`src/rtl/pes_pkg.sv`:
```
`timescale 1ns/1ps
package pes_pkg;
  typedef enum logic [2:0] {
    EV_DRV_HI  = 3'd0,
    EV_DRV_LO  = 3'd1,
    EV_DRV_OFF = 3'd2,
    EV_CMP_HI  = 3'd3,
    EV_CMP_LO  = 3'd4,
    EV_CMP_Z   = 3'd5,
    EV_CMP_END = 3'd6,
    EV_NOP     = 3'd7
  } evt_code_e;
endpackage

```
`src/rtl/pes_store.sv`:
```
`timescale 1ns/1ps
// Event table: one write port, whole-list combinational read.
module pes_store #(
  parameter int NSEQ  = 4,
  parameter int NEVT  = 8,
  parameter int OFS_W = 10,
  localparam int SEL_W = (NSEQ > 1) ? $clog2(NSEQ) : 1,
  localparam int IDX_W = (NEVT > 1) ? $clog2(NEVT) : 1
) (
  input  logic                        clk,
  input  logic                        we,
  input  logic [SEL_W-1:0]            wseq,
  input  logic [IDX_W-1:0]            widx,
  input  logic [2:0]                  wcode,
  input  logic                        wlast,
  input  logic [OFS_W-1:0]            wofs,
  input  logic [SEL_W-1:0]            rseq,
  output logic [NEVT-1:0][2:0]        rd_code,
  output logic [NEVT-1:0]             rd_last,
  output logic [NEVT-1:0][OFS_W-1:0]  rd_ofs
);
  logic [NSEQ-1:0][NEVT-1:0][2:0]       code_q;
  logic [NSEQ-1:0][NEVT-1:0]            last_q;
  logic [NSEQ-1:0][NEVT-1:0][OFS_W-1:0] ofs_q;

  always_ff @(posedge clk) begin
    if (we) begin
      code_q[wseq][widx] <= wcode;
      last_q[wseq][widx] <= wlast;
      ofs_q[wseq][widx]  <= wofs;
    end
  end

  assign rd_code = code_q[rseq];
  assign rd_last = last_q[rseq];
  assign rd_ofs  = ofs_q[rseq];
endmodule

```
`src/rtl/pes_ctl.sv`:
```
`timescale 1ns/1ps
// Period tracking: captures vernier and selector at the marker, counts cycles.
module pes_ctl #(
  parameter int SEL_W  = 2,
  parameter int FINE_W = 5,
  parameter int CNT_W  = 6
) (
  input  logic              clk,
  input  logic              rst_n,
  input  logic              start,
  input  logic [FINE_W-1:0] vern_in,
  input  logic [SEL_W-1:0]  sel_in,
  output logic              active,
  output logic [CNT_W-1:0]  cnt,
  output logic [FINE_W-1:0] vern,
  output logic [SEL_W-1:0]  sel
);
  always_ff @(posedge clk or negedge rst_n) begin
    if (!rst_n) begin
      active <= 1'b0;
      cnt    <= '0;
      vern   <= '0;
      sel    <= '0;
    end else if (start) begin
      active <= 1'b1;
      cnt    <= '0;
      vern   <= vern_in;
      sel    <= sel_in;
    end else if (active && (cnt != '1)) begin
      cnt <= cnt + CNT_W'(1);
    end
  end
endmodule

```
`src/rtl/pes_match.sv`:
```
`timescale 1ns/1ps
// Resolves every live entry to a cycle and picks the event for the current one.
module pes_match #(
  parameter int NEVT   = 8,
  parameter int OFS_W  = 10,
  parameter int FINE_W = 5,
  parameter int CNT_W  = 6
) (
  input  logic                        active,
  input  logic [CNT_W-1:0]            cnt,
  input  logic [FINE_W-1:0]           vern,
  input  logic [NEVT-1:0][2:0]        ev_code,
  input  logic [NEVT-1:0]             ev_last,
  input  logic [NEVT-1:0][OFS_W-1:0]  ev_ofs,
  output logic                        hit,
  output logic [2:0]                  hit_code,
  output logic [FINE_W-1:0]           hit_fine,
  output logic                        multi,
  output logic                        pending
);
  localparam int TS_W = OFS_W + 1;
  localparam int NM_W = $clog2(NEVT + 1);

  logic [NEVT-1:0]             live, match, later;
  logic [NEVT-1:0][FINE_W-1:0] fine;
  logic                        run;
  logic [NM_W-1:0]             nm;

  // an entry is live while no earlier entry carries the last flag
  always_comb begin
    run = 1'b1;
    for (int i = 0; i < NEVT; i++) begin
      live[i] = run;
      run     = run & ~ev_last[i];
    end
  end

  for (genvar g = 0; g < NEVT; g++) begin : g_evt
    logic [TS_W-1:0] ts;
    assign ts       = {1'b0, ev_ofs[g]} + TS_W'(vern);
    assign fine[g]  = ts[FINE_W-1:0];
    assign match[g] = active & live[g] & (ts[TS_W-1:FINE_W] == cnt);
    assign later[g] = active & live[g] & (ts[TS_W-1:FINE_W] > cnt);
  end

  // the highest-index match wins: later list entry overrides earlier
  always_comb begin
    hit      = 1'b0;
    hit_code = 3'd7;
    hit_fine = '0;
    nm       = '0;
    for (int i = 0; i < NEVT; i++) begin
      if (match[i]) begin
        hit      = 1'b1;
        hit_code = ev_code[i];
        hit_fine = fine[i];
        nm       = nm + NM_W'(1);
      end
    end
  end

  assign multi   = (nm > NM_W'(1));
  assign pending = |later;
endmodule

```
`src/rtl/pin_event_sequencer.sv`:
```
`timescale 1ns/1ps
module pin_event_sequencer #(
  parameter int NSEQ   = 4,
  parameter int NEVT   = 8,
  parameter int FINE_W = 5,
  parameter int CYC_W  = 5,
  localparam int SEL_W = (NSEQ > 1) ? $clog2(NSEQ) : 1,
  localparam int IDX_W = (NEVT > 1) ? $clog2(NEVT) : 1,
  localparam int OFS_W = CYC_W + FINE_W,
  localparam int CNT_W = CYC_W + 1
) (
  input  logic              clk,
  input  logic              rst_n,
  input  logic              cfg_we,
  input  logic [SEL_W-1:0]  cfg_seq,
  input  logic [IDX_W-1:0]  cfg_idx,
  input  logic [2:0]        cfg_code,
  input  logic              cfg_last,
  input  logic [OFS_W-1:0]  cfg_ofs,
  input  logic              period_start,
  input  logic [FINE_W-1:0] vernier,
  input  logic [SEL_W-1:0]  vec_sel,
  output logic              drv_upd,
  output logic              drv_en,
  output logic              drv_val,
  output logic              cmp_valid,
  output logic [1:0]        cmp_mode,
  output logic [FINE_W-1:0] evt_fine,
  output logic              overrun,
  output logic              collide
);
  import pes_pkg::*;

  logic                       active;
  logic [CNT_W-1:0]           cnt;
  logic [FINE_W-1:0]          vern;
  logic [SEL_W-1:0]           sel;
  logic [NEVT-1:0][2:0]       ev_code;
  logic [NEVT-1:0]            ev_last;
  logic [NEVT-1:0][OFS_W-1:0] ev_ofs;
  logic                       hit, multi, pending;
  logic [2:0]                 hit_code;
  logic [FINE_W-1:0]          hit_fine;
  evt_code_e                  code;

  pes_ctl #(.SEL_W(SEL_W), .FINE_W(FINE_W), .CNT_W(CNT_W)) u_ctl (
    .clk(clk), .rst_n(rst_n), .start(period_start), .vern_in(vernier),
    .sel_in(vec_sel), .active(active), .cnt(cnt), .vern(vern), .sel(sel)
  );

  pes_store #(.NSEQ(NSEQ), .NEVT(NEVT), .OFS_W(OFS_W)) u_store (
    .clk(clk), .we(cfg_we), .wseq(cfg_seq), .widx(cfg_idx), .wcode(cfg_code),
    .wlast(cfg_last), .wofs(cfg_ofs), .rseq(sel),
    .rd_code(ev_code), .rd_last(ev_last), .rd_ofs(ev_ofs)
  );

  pes_match #(.NEVT(NEVT), .OFS_W(OFS_W), .FINE_W(FINE_W), .CNT_W(CNT_W)) u_match (
    .active(active), .cnt(cnt), .vern(vern), .ev_code(ev_code),
    .ev_last(ev_last), .ev_ofs(ev_ofs), .hit(hit), .hit_code(hit_code),
    .hit_fine(hit_fine), .multi(multi), .pending(pending)
  );

  assign code = evt_code_e'(hit_code);

  always_ff @(posedge clk or negedge rst_n) begin
    if (!rst_n) begin
      drv_upd   <= 1'b0;
      drv_en    <= 1'b0;
      drv_val   <= 1'b0;
      cmp_valid <= 1'b0;
      cmp_mode  <= 2'd0;
      evt_fine  <= '0;
      overrun   <= 1'b0;
      collide   <= 1'b0;
    end else begin
      drv_upd   <= 1'b0;
      cmp_valid <= 1'b0;
      if (hit) begin
        evt_fine <= hit_fine;
        unique case (code)
          EV_DRV_HI:  begin drv_upd <= 1'b1; drv_en <= 1'b1; drv_val <= 1'b1; end
          EV_DRV_LO:  begin drv_upd <= 1'b1; drv_en <= 1'b1; drv_val <= 1'b0; end
          EV_DRV_OFF: begin drv_upd <= 1'b1; drv_en <= 1'b0; end
          EV_CMP_HI:  begin cmp_valid <= 1'b1; cmp_mode <= 2'd0; end
          EV_CMP_LO:  begin cmp_valid <= 1'b1; cmp_mode <= 2'd1; end
          EV_CMP_Z:   begin cmp_valid <= 1'b1; cmp_mode <= 2'd2; end
          EV_CMP_END: begin cmp_valid <= 1'b1; cmp_mode <= 2'd3; end
          EV_NOP:     ;
        endcase
        if (multi) collide <= 1'b1;
      end
      if (period_start && pending) overrun <= 1'b1;
    end
  end
endmodule

```
`config.mk`:
```
export PLATFORM = sky130hd
export DESIGN_NAME = pin_event_sequencer
export DESIGN_NICKNAME = d
export VERILOG_FILES = /design/src/rtl/pes_pkg.sv /design/src/rtl/pes_store.sv /design/src/rtl/pes_ctl.sv /design/src/rtl/pes_match.sv /design/src/rtl/pin_event_sequencer.sv
export SDC_FILE = /design/constraint.sdc
export NUM_CORES = 1
export LEC_CHECK = 0
export ABC_CLOCK_PERIOD_IN_PS = 14960
export BUFFER_PORTS_ARGS = -buffer_cell sky130_fd_sc_hd__buf_2
export CORE_MARGIN = 4
export CORE_UTILIZATION = 63
export DETAILED_ROUTE_END_ITERATION = 8
export PLACE_DENSITY_LB_ADDON = 0.3
export SLEW_MARGIN = 5
export SYNTH_ARGS = -nofsm -noshare
export SYNTH_HDL_FRONTEND = slang
export SYNTH_SLANG_ARGS = --single-unit
```
`constraint.sdc`:
```
create_clock -name clk -period 14.96 [get_ports clk]
set_input_delay 2.244 -clock clk [delete_from_list [all_inputs] [get_ports clk]]
set_output_delay 2.244 -clock clk [all_outputs]
set_load 0.01 [all_outputs]
```
; Yosys cells after proc, flatten, opt, wreduce, memory -nomap -nowiden
; Cells that the tools add are included.
[totals]
register_bits = 475
input_bits = 30
output_inout_bits = 13
elab_cells = 240
[classes]
addsub = 16
magnitude_cmp = 14
eq_ne = 15
muxes = 62
bitwise_logic = 36
n_reduce_logical = 17
[ops]
columns = cell, count
row1 = 320-bit bitwise mux, 1
row2 = 80-bit binary-select mux with 2-bit select, 1
row3 = 80-bit demux with 2-bit select, 1
row4 = 80-bit 2-to-1 mux, 2
row5 = 96-bit bitwise mux, 1
row6 = 10-bit by 5-bit adder with 11-bit output, 8
row7 = 24-bit binary-select mux with 2-bit select, 1
row8 = 24-bit demux with 2-bit select, 1
row9 = 6-bit == test, 8
row10 = 6-bit > comparator, 8
row11 = 24-bit 2-to-1 mux, 2
row12 = 5-bit 2-to-1 mux, 8
row13 = 32-bit bitwise mux, 1
row14 = 10-bit demux with 3-bit select, 1
row15 = 1-bit bitwise AND, 29
row16 = 4-bit 2-to-1 mux, 7
row17 = 3-bit 2-to-1 mux, 9
row18 = "4-bit by 1-bit adder with 4-bit output, second input constant", 6
row19 = 8-bit binary-select mux with 2-bit select, 1
row20 = 8-bit demux with 2-bit select, 1
row21 = 1-bit 2-to-1 mux, 14
row22 = 6-bit 2-to-1 mux, 2
row23 = 10-bit 2-to-1 mux, 1
row24 = 3-bit demux with 3-bit select, 1
row25 = other kinds (26), 45

; Longest topological paths before layout
[depth]
ltp_word = 22
depth_mapped = 41

; By module
; Synthesis repeated with hierarchy kept, for this count alone.
[hier_totals]
hier_cells = 1317
area_unflattened_um2 = 21943.5
[by_module_without_submodules]
columns = module, instances, cells_per_inst, area_per_inst_um2, seq_area_each_um2
row1 = pes_store, 1, 632, 16475.8, 13452.9
row2 = pes_match, 1, 595, 4311.6, 0.0
row3 = pes_ctl, 1, 48, 628.1, 350.3
row4 = pin_event_sequencer, 1, 42, 528.0, 325.3

; Worst setup path before layout
; Ideal clock, no wire load.
[synth_path]
kind = register -> register
start = register u_ctl.sel[0]
end = register collide
setup_time_ps = 132
t_arrival_ps = 8496
required_ps = 14828
slack_ps = 6332
stages_incl_launch_ff = 41
period_less_slack_ps = 8628
cell_sequence = dfrtp_1 buf_6 buf_2 buf_4 buf_4 buf_4 buf_2 buf_4 buf_2 mux4_2 ha_1 fa_1 a21o_1 a21oi_1 nor2b_1 o21a_1 and3_1 and3_1 [... 5 more ...] inv_1 xnor2_1 ha_1 nor3_1 o21ai_0 o31ai_1 xor2_1 nor2_1 nor2_1 ha_1 inv_1 a211o_1 a21boi_2 xnor3_1 xor2_1 nor3_2 o21bai_1 or3b_1
[synth_between]
elab_chain_len = 22
[synth_rtl]
columns = item, line
row1 = from (decl), pes_ctl.sv:16  ; output logic [SEL_W-1:0] sel
row2 = from (signal assigned), pes_ctl.sv:28  ; sel <= sel_in;
row3 = 80-bit binary-select mux with 2-bit select, pes_store.sv:36  ; assign rd_ofs = ofs_q[rseq];
row4 = 80-bit 2-to-1 mux (not written as such), pes_store.sv:36
row5 = 10-bit by 5-bit adder with 11-bit output, pes_match.sv:40  ; assign ts = {1'b0, ev_ofs[g]} + TS_W'(vern);
row6 = 6-bit == test, pes_match.sv:42  ; assign match[g] = active & live[g] & (ts[TS_W-1:FINE_W] == cnt);
row7 = 1-bit bitwise AND, pes_match.sv:42
row8 = 1-bit 2-to-1 mux, pes_match.sv:53  ; if (match[i]) begin
row9 = 1-bit by 1-bit adder with 2-bit output, pes_match.sv:57  ; nm = nm + NM_W'(1);
row10 = 4-bit 2-to-1 mux, pes_match.sv:53
row11 = [... 6 more ...], -
row12 = 4-bit by 1-bit adder with 4-bit output, pes_match.sv:57
row13 = 4-bit 2-to-1 mux, pes_match.sv:53
row14 = 4-bit by 1-bit adder with 4-bit output, pes_match.sv:57
row15 = 4-bit 2-to-1 mux, pes_match.sv:53
row16 = 4-bit by 1-bit adder with 4-bit output, pes_match.sv:57
row17 = 4-bit 2-to-1 mux, pes_match.sv:53
row18 = 4-bit by 1-bit > comparator with 1-bit output, pes_match.sv:62  ; assign multi = (nm > NM_W'(1));
row19 = 2-bit AND reduction (no source line) (*), -
row20 = to (signal assigned), pin_event_sequencer.sv:74  ; collide <= 1'b0;
row21 = to (signal assigned), pin_event_sequencer.sv:90  ; if (multi) collide <= 1'b1;
row22 = to (decl), pin_event_sequencer.sv:30  ; output logic collide
; Every way passes the cells marked *; elsewhere a longest branch is shown, timed or not. The select of a mux whose other input is x is not followed.
; A chain may end at the register's enable or synchronous reset.

; Worst setup path after layout
[layout_path]
start = register u_ctl.sel[1]
end = register collide
; The elaborated chain is that of the path after synthesis.

==> results by group <==
Drt
  – 1st-pass router iterations: 5
  – Antenna-violating nets left: 0
  – Avg Vias per Cell: around 6.6
  – WL final: 52.5 mm
  – Iteration-0 DRC Markers: 1358
  – Vias after detailed routing: 12.6k
  – WL/cell: 27.5 µm
  – DRC Markers: 0

Placement
  – Port Buf Inserts: 42
  – DP HPWL: ~34 mm
  – Final GP Congestion: 0.983

Flow run
  – Max_cap viols: 0

Clock tree
  – CTS tree: done
  – Setup Fix Bufs, Post-CTS: 0
  – CTS H-tree depth: 2
  – Clock sinks: 471
  – Hold_buf cts: 0
  – Clock root cell: clkbuf_16
  – Post-CTS Resized: 0
  – Clk pin slew, worst setup/hold paths: around 60 ps
  – TritonCTS Buffers: 48
  – Clk buf depth: 3
  – Clock Latency Late Sink: 580 ps

Critical path
  – Nature of the critical path endpoint: flop
  – Crit Path Class: flop to flop
  – WP data required: about 15000 ps
  – Worst reg2reg startpoint: u_ctl.sel[1]$_DFFE_PN0P_
  – Reg2reg path depth: 31
  – CP arrival: 8620 ps
  – Reg2Reg Capture Point: collide$_DFFE_PN0P_
  – Crit-path slowest cell: dfrtp_4
  – Startpoint types: flop
  – Slowest stage delay, CP: roughly 810 ps
  – Setup slack, reg-to-reg: 6780 ps
  – CP most frequent cell: ha_1
  – Maximum fanout along the worst path: 59
  – CP endpoint: collide$_DFFE_PN0P_
  – CP startpoint: u_ctl.sel[1]$_DFFE_PN0P_

Logic synthesis
  – Flops & latches, synth: around 470
  – Commonest cells post-synth: 444 x edfxtp_1, 111 x mux4_2, 95 x ha_1, 95 x nor2_1, 59 x nand2_1
  – Register area share after synthesis: 0.644
  – Largest area contributor in the synthesized netlist: edfxtp_1
  – Syn_area_per_cell: 16.4 µm²
  – Count leader, synth: edfxtp_1
  – FFs w/ async S/R, synth: 0.0573
  – Synth Cell Area: 21800 µm²
  – Mapped Cells: 1326
  – Post-synth EDFFs: 444
  – Syn nets: 1459
  – Ys flop type: edfxtp_1
  – Syn. warnings: 0
  – Post-synth cell types: 75
  – Share of the synthesized area in the top cell type: 0.613
  – Ranking of synthesized cells by area: edfxtp_1 61%, mux4_2 11%, ha_1 5.5%

Global route
  – Antenna violations before repair: 0
  – Gr usage total: 0.284
  – Vias in the first global route: between 10k and 15k
  – Pin count of the biggest net entering global routing: 82
  – Total gr overflow: 0
  – First-pass GRT wire length: around 80 mm

Layout
  – Antenna diodes: 0
  – Fill count: roughly 2.1k
  – Layout Nets: 1557
  – Multi-input gate area: 7370 µm²
  – Share of post-route cells with drive strength above 1: 0.203
  – P&R area growth vs syn: 11.0%
  – Register Area: 14000 µm²

STA
  – Fin crit period: 8180 ps
  – Slew HR: 0.323
  – RSZ-0062 raised after global routing: false
  – Fmax achieved: 122 MHz
  – Final setup TNS: 0 ps
  – Slew Limit Fails: 0
  – Worst-Margin Slew: 1010 ps
  – Final setup fails: 0
  – Fin. Hold Viols: 0
  – Clock Skew: 12.8 ps
  – Period utilization: 0.547
  – WHS: 458 ps

Status
  – Status: finished clean

Floorplan
  – Full die area: 37600 µm²
  – Standard cell core area: 33800 µm²
  – Starting Density: 0.644
  – Core Rows: 67
  – Boundary pin count: 43
  – Die Ht: 194 µm
  – Chip width: 194 µm

Power and ir drop
  – PwrDens: 127 nW/µm²
  – P_leak: between 8 and 9 nW
  – Worst VDD drop: 0.171 mV

Worst hold path
  – Hold path startpoint: overrun$_DFFE_PN0P_
  – Hold crit path type: flop to flop
-- worst max-delay path: cells and delay by family, from the launching register on --
family | cells | cell delay, ps
simple gates | 9 | 2010
flops | 1 | 810
xor+xnor | 3 | 500
buf+inv | 3 | 980
mux | 1 | 410
fa+ha+maj | 6 | 1790
compound gates | 9 | 1390
-- logic make-up (layout without fill, tap and decap cells) --
kind of cell	count (synthesis)	count (layout)	synth area share
buf+inv	84	219	0.0175
fa+ha+maj	103	103	0.0620
compound gates	191	191	0.0595
flops	471	471	0.644
simple gates	282	282	0.0646
xor+xnor	74	74	0.0320
mux	121	121	0.121
-- registers in the layout, indices dropped and copies added (netlist names) --
name and count:
u_store.code_q 96, cmp_mode 2, collide 1, evt_fine 5, cmp_valid 1, drv_val 1, u_store.last_q 28, overrun 1
drv_upd 1, u_store.ofs_q 320, u_ctl.vern 5, u_ctl.sel 2, u_ctl.active 1, drv_en 1, u_ctl.cnt 6
-- per-layer routing --
layer  GRT usage  up-vias  wire (µm)
li1            -     5437          -
met1       0.411     6401      21000
met2       0.448      642      25000
met3      0.0601       89       5030
met4      0.0844        0       1450
met5           0        -          0
-- power breakdown --
part	switching, W	internal, W	total, W	leakage (nW)
logic	0.000253	0.000187	0.000440	3.37
registers	0.0000306	0.00147	0.00150	4.34
clock network	0.000480	0.000657	0.00114	0.730
total	0.000764	0.00231	0.00308	8.44
-- how the worst min path moves through the flow --
stage | to | slack, ps | cells after the start
2_1_floorplan | overrun$_DFFE_PN0P_ | 490 | 1
3_3_place_gp | overrun$_DFFE_PN0P_ | 440 | 1
3_5_place_dp | overrun$_DFFE_PN0P_ | 450 | 1
4_1_cts | overrun$_DFFE_PN0P_ | 460 | 1
5_1_grt | overrun$_DFFE_PN0P_ | 480 | 1
6_report | overrun$_DFFE_PN0P_ | 460 | 1
-- cell type report --
type / count / area share
Clock buffer: 68 / 0.0554
Timing Repair Buffer: 85 / 0.0226
Tap cell: 448 / 0.0232
Sequential cell: 471 / 0.580
Inverter: 47 / 0.00730
Multi-Input combinational cell: 771 / 0.305
Clock inverter: 19 / 0.00647
-- cell usage in the layout (no fill, tap or decap), drive strengths merged, types with 6 or more instances in the layout --
master / count
edfxtp: 444
clkbuf: 68
a211oi: 14
dfrtp: 27
ha: 95
nand4: 7
nand3: 26
buf: 85
nor2b: 13
nand3b: 12
or3: 8
o31ai: 7
mux4: 112
or2: 7
a21oi: 39
and3: 8
and2: 7
a211o: 6
o21a: 10
xnor2: 41
inv: 48
xor2: 30
nor3: 23
fa: 8
o21ai: 44
o211ai: 6
clkinv: 14
nand2: 59
a21o: 29
nor2: 95
-- metrics by stage --
stage	total power (W)	area, µm²	setup WS (ps)	std cells	util
2_1_floorplan	0.00181	21800	6330	1326	-
3_3_place_gp	0.00195	22700	7010	1822	0.671
3_5_place_dp	0.00196	22700	6940	1822	0.671
4_1_cts	0.00309	24200	6900	1909	0.715
5_1_grt	0.00321	24200	6280	1909	0.715
6_report	0.00308	24200	6780	1909	0.715
(Power assumes the default switching activity.)
